===== src/rtl/sws_pkg.sv =====
package sws_pkg;

    typedef enum logic [1:0] {
        SWS_IDLE = 2'd0,
        SWS_POST = 2'd1,
        SWS_READ = 2'd2
    } sws_state_e;

endpackage


===== src/rtl/sws_lowest_set.sv =====
module sws_lowest_set #(
    parameter int WIDTH = 4,
    localparam int IW = (WIDTH > 1) ? $clog2(WIDTH) : 1
) (
    input  logic [WIDTH-1:0] vec,
    output logic [IW-1:0]    idx,
    output logic             any
);
    always_comb begin
        idx = '0;
        for (int i = WIDTH - 1; i >= 0; i--) begin
            if (vec[i]) idx = IW'(i);
        end
        any = |vec;
    end
endmodule


===== src/rtl/sws_burst_order.sv =====
module sws_burst_order #(
    parameter int QW_W = 2
) (
    input  logic [QW_W-1:0] start,
    input  logic [QW_W-1:0] step,
    output logic [QW_W-1:0] qw
);
    // interleaved order: each step flips the low address bits of the start
    always_comb qw = start ^ step;
endmodule


===== src/rtl/sector_wb_seq.sv =====
module sector_wb_seq #(
    parameter int          LINES    = 4,
    parameter int          QWORDS   = 4,
    parameter int          CMD_W    = 5,
    parameter logic [4:0]  CMD_IDLE = 5'h00,
    parameter logic [4:0]  CMD_POST = 5'h0B,
    parameter logic [4:0]  CMD_READ = 5'h04,
    localparam int LINE_W = (LINES > 1) ? $clog2(LINES) : 1,
    localparam int QW_W   = (QWORDS > 1) ? $clog2(QWORDS) : 1
) (
    input  logic              clk,
    input  logic              rst_n,
    input  logic              miss_req,
    input  logic [QW_W-1:0]   miss_qw,
    input  logic [LINES-1:0]  line_valid,
    input  logic [LINES-1:0]  line_dirty,
    output logic              ready,
    output logic              cache_rd,
    output logic [LINE_W-1:0] line_idx,
    output logic [QW_W-1:0]   qw_idx,
    output logic [CMD_W-1:0]  cmd,
    output logic              dram_req,
    output logic              done
);
    import sws_pkg::*;

    localparam logic [QW_W-1:0] LAST_STEP = QW_W'(QWORDS - 1);

    typedef struct packed {
        sws_state_e         state;
        logic [LINES-1:0]   pending;
        logic [LINE_W-1:0]  line;
        logic [QW_W-1:0]    start;
        logic [QW_W-1:0]    step;
        logic               dram;
    } seq_t;

    seq_t cur_q, nxt_d;

    logic [LINES-1:0]  scan_vec;
    logic [LINE_W-1:0] scan_idx;
    logic              scan_any;
    logic [QW_W-1:0]   burst_qw;

    // idle: scan the live flags; busy: scan what is still owed
    always_comb begin
        if (cur_q.state == SWS_IDLE) scan_vec = line_valid & line_dirty;
        else                         scan_vec = cur_q.pending;
    end

    sws_lowest_set #(.WIDTH(LINES)) u_pick (
        .vec (scan_vec),
        .idx (scan_idx),
        .any (scan_any)
    );

    sws_burst_order #(.QW_W(QW_W)) u_order (
        .start (cur_q.start),
        .step  (cur_q.step),
        .qw    (burst_qw)
    );

    always_comb begin
        nxt_d      = cur_q;
        nxt_d.dram = 1'b0;
        unique case (cur_q.state)
            SWS_IDLE: begin
                if (miss_req) begin
                    nxt_d.dram  = 1'b1;
                    nxt_d.start = miss_qw;
                    nxt_d.step  = '0;
                    if (scan_any) begin
                        nxt_d.state   = SWS_POST;
                        nxt_d.line    = scan_idx;
                        nxt_d.pending = scan_vec & ~(LINES'(1) << scan_idx);
                    end else begin
                        nxt_d.state   = SWS_READ;
                        nxt_d.pending = '0;
                    end
                end
            end
            SWS_POST: begin
                nxt_d.step = cur_q.step + 1'b1;
                if (cur_q.step == LAST_STEP) begin
                    nxt_d.step = '0;
                    if (scan_any) begin
                        nxt_d.line    = scan_idx;
                        nxt_d.pending = cur_q.pending & ~(LINES'(1) << scan_idx);
                    end else begin
                        nxt_d.state = SWS_READ;
                    end
                end
            end
            SWS_READ: begin
                nxt_d.state = SWS_IDLE;
            end
            default: begin
                nxt_d.state = SWS_IDLE;
            end
        endcase
    end

    always_ff @(posedge clk or negedge rst_n) begin
        if (!rst_n) begin
            cur_q <= '{state: SWS_IDLE, pending: '0, line: '0,
                       start: '0, step: '0, dram: 1'b0};
        end else begin
            cur_q <= nxt_d;
        end
    end

    always_comb begin
        ready    = (cur_q.state == SWS_IDLE);
        cache_rd = (cur_q.state == SWS_POST);
        done     = (cur_q.state == SWS_READ);
        dram_req = cur_q.dram;
        line_idx = cache_rd ? cur_q.line : '0;
        qw_idx   = cache_rd ? burst_qw   : '0;
        unique case (cur_q.state)
            SWS_POST: cmd = CMD_W'(CMD_POST);
            SWS_READ: cmd = CMD_W'(CMD_READ);
            default:  cmd = CMD_W'(CMD_IDLE);
        endcase
    end
endmodule


===== config.mk =====
export PLATFORM = sky130hd
export DESIGN_NAME = sector_wb_seq
export DESIGN_NICKNAME = d
export VERILOG_FILES = /design/src/rtl/sws_pkg.sv /design/src/rtl/sws_lowest_set.sv /design/src/rtl/sws_burst_order.sv /design/src/rtl/sector_wb_seq.sv
export SDC_FILE = /design/constraint.sdc
export NUM_CORES = 1
export LEC_CHECK = 0
export BUFFER_PORTS_ARGS = -buffer_cell sky130_fd_sc_hd__buf_2
export CAP_MARGIN = 25
export CORE_UTILIZATION = 50
export CTS_CLUSTER_SIZE = 20
export DETAILED_ROUTE_END_ITERATION = 10
export PLACE_DENSITY_LB_ADDON = 0.1
export SLEW_MARGIN = 20
export SYNTH_ARGS = -nofsm -noshare
export SYNTH_HDL_FRONTEND = slang
export SYNTH_SLANG_ARGS = --single-unit

===== constraint.sdc =====
create_clock -name clk -period 2.14 [get_ports clk]
set_clock_uncertainty 0.1 [all_clocks]
set_input_delay 0.214 -clock clk [delete_from_list [all_inputs] [get_ports clk]]
set_output_delay 0.214 -clock clk [all_outputs]
set_load 0.02 [all_outputs]

==> Word-level counts from Yosys, hierarchy flattened <==
Cells that the tools add are included.
{ "word_totals": {"regBits": 13, "in_bits": 13, "wordCells": 48} }
{ "op_classes": {"n_addsub": 1, "eq_ne": 8, "shift": 1, "mux": 19, "n_bitwise": 5, "reduce_logical": 8} }
{ "op_table": {"columns": ["cell", "n"], "rows": [
  ["two-way mux 2 bit", 9],
  ["two-way mux 13 bit", 1],
  ["bitwise AND 4 bit", 3],
  ["two-way mux 6 bit", 2],
  ["one-hot mux 6 bit (2 select lines)", 1],
  ["two-way mux 8 bit", 1],
  ["one-hot mux 2 bit (2 select lines)", 2],
  ["one-hot mux 4 bit (2 select lines)", 1],
  ["!= test 2 x 1 -> 1 bit (second input constant)", 3],
  ["AND reduction 5 bit", 1],
  ["equality test 2 bit (second input constant)", 2],
  ["two-way mux 4 bit", 1],
  ["!= test 2 bit (second input constant)", 2],
  ["NOT 4 bit", 1],
  ["AND reduction 2 bit", 2],
  ["AND reduction 4 bit", 1],
  ["OR reduction 4 bit", 1],
  ["<< shifter 1 x 2 -> 4 bit (first input constant)", 1],
  ["AND reduction 3 bit", 1],
  ["adder 2 x 1 -> 2 bit (second input constant)", 1],
  ["equality test 2 x 1 -> 1 bit (second input constant)", 1],
  ["logical NOT 2 bit", 1],
  ["nonzero test 2 bit", 1],
  ["bitwise XOR 2 bit", 1],
  ["two-way mux 1 bit", 1]
]} }

==> Logic depth before layout (Yosys ltp) <==
{ "depth": {"ltp_word": 12, "depth_mapped": 6, "depth_no_buf": 6} }

==> Modules after synthesis <==
From an unflattened synthesis, not the netlist that was laid out.
{ "unflattened": {"hier_cells": 98, "area_unflattened_um2": 930.9} }
{ "modules_own_cells": {"columns": ["module", "n_inst", "cells_each", "area_per_inst_um2"], "rows": [
  ["sector_wb_seq", 1, 89, 878.3],
  ["sws_lowest_set", 1, 7, 35.0],
  ["sws_burst_order", 1, 2, 17.5]
]} }

==> Least setup slack after synthesis <==
OpenSTA, ideal clock, no wires.
{ "synth_path": {"kind": "reg-to-output", "from": "register cur_q[12] (netlist name)", "to": "output line_idx[0]", "arrival_ns": 1.219, "path_slack_ns": 0.607, "stages_incl_launch_ff": 5, "n_path_buf": 1, "cell_sequence": "dfrtp_1 buf_6 nand2b_4 inv_1 and2_1"} }
{ "synth_between": {"elab_chain_cells": 2} }
{ "synth_rtl": {"columns": ["element", "line_no", "source"], "rows": [
  ["start: declaration", "sector_wb_seq.sv:38", "seq_t cur_q, nxt_d;"],
  ["start signal: assignment", "sector_wb_seq.sv:105", "cur_q <= '{state: SWS_IDLE, pending: '0, line: '0,"],
  ["start signal: assignment", "sector_wb_seq.sv:108", "cur_q <= nxt_d;"],
  ["equality test 2 x 1 -> 1 bit", "sector_wb_seq.sv:114", "cache_rd = (cur_q.state == SWS_POST);"],
  ["net cache_rd", "sector_wb_seq.sv:18", "output logic cache_rd,"],
  ["two-way mux 2 bit", "sector_wb_seq.sv:117", "line_idx = cache_rd ? cur_q.line : '0;"],
  ["end: declaration", "sector_wb_seq.sv:19", "output logic [LINE_W-1:0] line_idx,"]
]} }
The timed path passes the listed nets, and every way through them passes these cells.

==> Final worst setup path <==
{ "layout_path": {"from": "register cur_q[12] (netlist name)", "to": "output line_idx[1]"} }
{ "layout_between": {"elab_chain_cells": 2} }
{ "layout_rtl": {"columns": ["element", "line_no"], "rows": [
  ["equality test 2 x 1 -> 1 bit", "sector_wb_seq.sv:114"],
  ["two-way mux 2 bit", "sector_wb_seq.sv:117"]
]} }
Every way passes these cells.

==> results by group <==
Power and ir drop
  • Register share of total power: 29.5%
  • Cell Pwr Density: 1670 nW/um^2
  • Pleak: 0.466 nW
  • Worst IR Drop VDD: 888 uV
  • Logic pwr share: 61.6%
  • Switching pwr: 0.804 mW
  • Clock share of power: 8.8%
  • Internal: 0.849 mW
  • Switching share of power: 48.7%

Floorplanning
  • Die area: 1920 um^2
  • Die Span Y: 43.8 um
  • # IOs: 26
  • Die boundary width: 43.8 um
  • Initial Utilization: 55.4%
  • Row count: 14
  • CORE AREA: 1580 um^2

CTS
  • Reg clk slew, reported paths: 0.07 ns
  • CTS H-tree depth: 1
  • Post-CTS Setup Bufs: 0
  • Root Driver: clkbuf_4
  • CTS tree: built
  • Max Buffers Root-to-Sink: 2
  • Hold_buf cts: 1
  • Clock Latency Late Sink: 0.27 ns
  • Cts bufs inserted: 3
  • # clock sinks: 13
  • Post-CTS sizing: 0

Synthesis
  • Post-synthesis net count: 100
  • Avg Synthesized Cell Area: 10.2 um^2
  • Mapped Cells: 86
  • Async SR Flop Fraction: 100%
  • Register area share after synthesis: 37.2%
  • Cell taking the most area after synthesis: dfrtp_1
  • Synth top area share: 37.2%
  • Predominant post-synthesis flop cell: dfrtp_1
  • Synth Register Bits: 13
  • Ys Warns: 0
  • Synth cell types: 38
  • Top area cells in the synthesized netlist: dfrtp_1 (37%), buf_4 (4.3%), nand2_1 (4.3%)
  • Number of synthesized flops with an enable pin: 0
  • Mapped cell area: 873 um^2

STA
  • Setup-failing EPs final: 0
  • Fin. max-slew vios: 0
  • Setup TNS Final: 0 ns
  • Fin crit period: 1.93 ns
  • Final Hold Fails: 0
  • Max Freq: 518 MHz
  • Unrepaired setup endpoints after global routing: false
  • WHS: 0.0674 ns
  • Fin crit share: 90.3%

Min path
  • Hold path cells: 2
  • Tightest Hold Check Type: in -> reg
  • Worst Hold Launch: miss_qw[1]
  • Hold Path End: cur_q[4]$_DFFE_PN0P_

Worst setup path
  • R2R Path Start: cur_q[11]$_DFFE_PN0P_
  • FF-to-FF End: cur_q[3]$_DFFE_PN0P_
  • Critical path's slowest cell: dfrtp_1
  • Register-to-Register Path Depth: 5
  • Setup Crit Path Kind: reg -> out
  • Setup crit end kind: output port
  • WP buf/inv: 2
  • CP arrival: 1.62 ns
  • CP cell instances: nand2b_4, inv_1, and2_1, buf_2
  • CP top delay family: flip-flops
  • CP Launch Type: flop
  • CP max FO: 13
  • Required time worst endpoint: 1.83 ns
  • Register-to-register setup slack: 0.38 ns
  • Largest stage delay, worst path: 0.62 ns

Routing
  • Post-route DRC: 1
  • Vias/cell: 5.56
  • DR pass1 iterations: 7
  • Initial drt markers: 13
  • Total wire length: 1580 um
  • Post-route ant nets: 0
  • Mean routed wirelength per cell: 12.7 um
  • Via count: 689

Place
  • # port buffers: 24
  • Routability cong.: 0.877
  • HPWL reported at the end of detailed placement: 1240 um

Layout
  • Commonest non-fill, non-tap cells in the layout: buf_2 (24), dfrtp_1 (13), nand2_1 (10)
  • NumNets Final: 123
  • Layout fillers: 119
  • Antenna Cells: 0
  • Layout cells sized above 1: 43.5%
  • Most common cell after layout, fill and taps aside: buf_2
  • Synth-to-layout area growth: 13.3%

Status
  • Failing checks: design-rule violations
  • Status: finished with violations

Global routing
  • GRT Resource Usage Total: 20.0%
  • Grt total ovfl: 0
  • First-pass GRT wire length: 2700 um
  • Vias in the first global route: 631
  • Initial antenna violation count: 0
  • Pin count of the biggest net entering global routing: 14

Flow run
  • Max cap viols: 0
[synth_stat cells (2+ instances only)]
library cell and n:
dfrtp_1 13, nand2_1 10, nor2_1 7, a21oi_1 6, buf_4 5, o21ai_2 4
and2_1 3, o21ai_0 3, buf_6 2, inv_1 2, mux2_2 2, nand4bb_2 2
xnor2_1 2
[area by class of cell]
| cell class | instances | area, um^2 | share of cell area, % |
|---|---|---|---|
| sequential | 13 | 325 | 32.9 |
| inverter | 4 | 16.3 | 1.64 |
| multi-input combinational | 62 | 472 | 47.7 |
| timing repair buffer | 25 | 130 | 13.1 |
| clock buffer | 4 | 26.3 | 2.65 |
| tap | 16 | 20.0 | 2.02 |
[power groups by stage]
stage	registers, mW	clock network [mW]	logic [mW]
after global routing	0.513	0.165	1.12
final	0.488	0.146	1.02
after detailed placement	0.496	0	1.02
after floorplan	0.428	0	0.924
after global placement	0.491	0	1.01
after CTS	0.491	0.156	1.03
[through the flow]
step           cells  cell area, um^2  utilization [%]  total power, mW  setup WS, ns
6_report         124              990             62.8             1.65         0.208
5_1_grt          124              990             62.8             1.80        0.0670
3_3_place_gp     119              953             60.5             1.50         0.402
4_1_cts          124              990             62.8             1.68         0.185
3_5_place_dp     119              953             60.5             1.52         0.372
2_1_floorplan     86              873                -             1.35         0.607
[worst max-delay path by stage]
| stage | to | slack (ns) | cells after the start | startpoint |
|---|---|---|---|---|
| floorplan | line_idx[0] | 0.61 | 4 | cur_q[12]$_DFFE_PN0P_ |
| global placement | cur_q[8]$_DFFE_PN0P_ | 0.40 | 6 | cur_q[11]$_DFFE_PN0P_ |
| detailed placement | cur_q[9]$_DFFE_PN0P_ | 0.37 | 6 | cur_q[11]$_DFFE_PN0P_ |
| CTS | line_idx[0] | 0.18 | 4 | cur_q[12]$_DFFE_PN0P_ |
| global route | line_idx[1] | 0.07 | 4 | cur_q[12]$_DFFE_PN0P_ |
| finish | line_idx[1] | 0.21 | 4 | cur_q[12]$_DFFE_PN0P_ |
[per-layer routing]
| layer | vias up | track usage, % | share of wire, % |
|---|---|---|---|
| met5 | - | 0 | 0 |
| met4 | 0 | 15.0 | 3.0 |
| met3 | 5 | 1.25 | 4.1 |
| met2 | 21 | 31.9 | 45 |
| met1 | 317 | 25.3 | 48 |
| li1 | 346 | - | - |
[registers in the layout (all words and copies together) (netlist names)]
name and flops:
cur_q 12, dram_req 1
[cells by family after synthesis]
family	share of synthesized area, %
multiplexers	3.72
flip-flops	37.2
buffers and inverters	8.74
AO/OA/AOI/OAI	21.5
XOR/XNOR	2.01
adder cells (fa/ha/maj)	1.43
other	0.429
AND/OR/NAND/NOR	24.9
(Power assumes the default switching activity.)
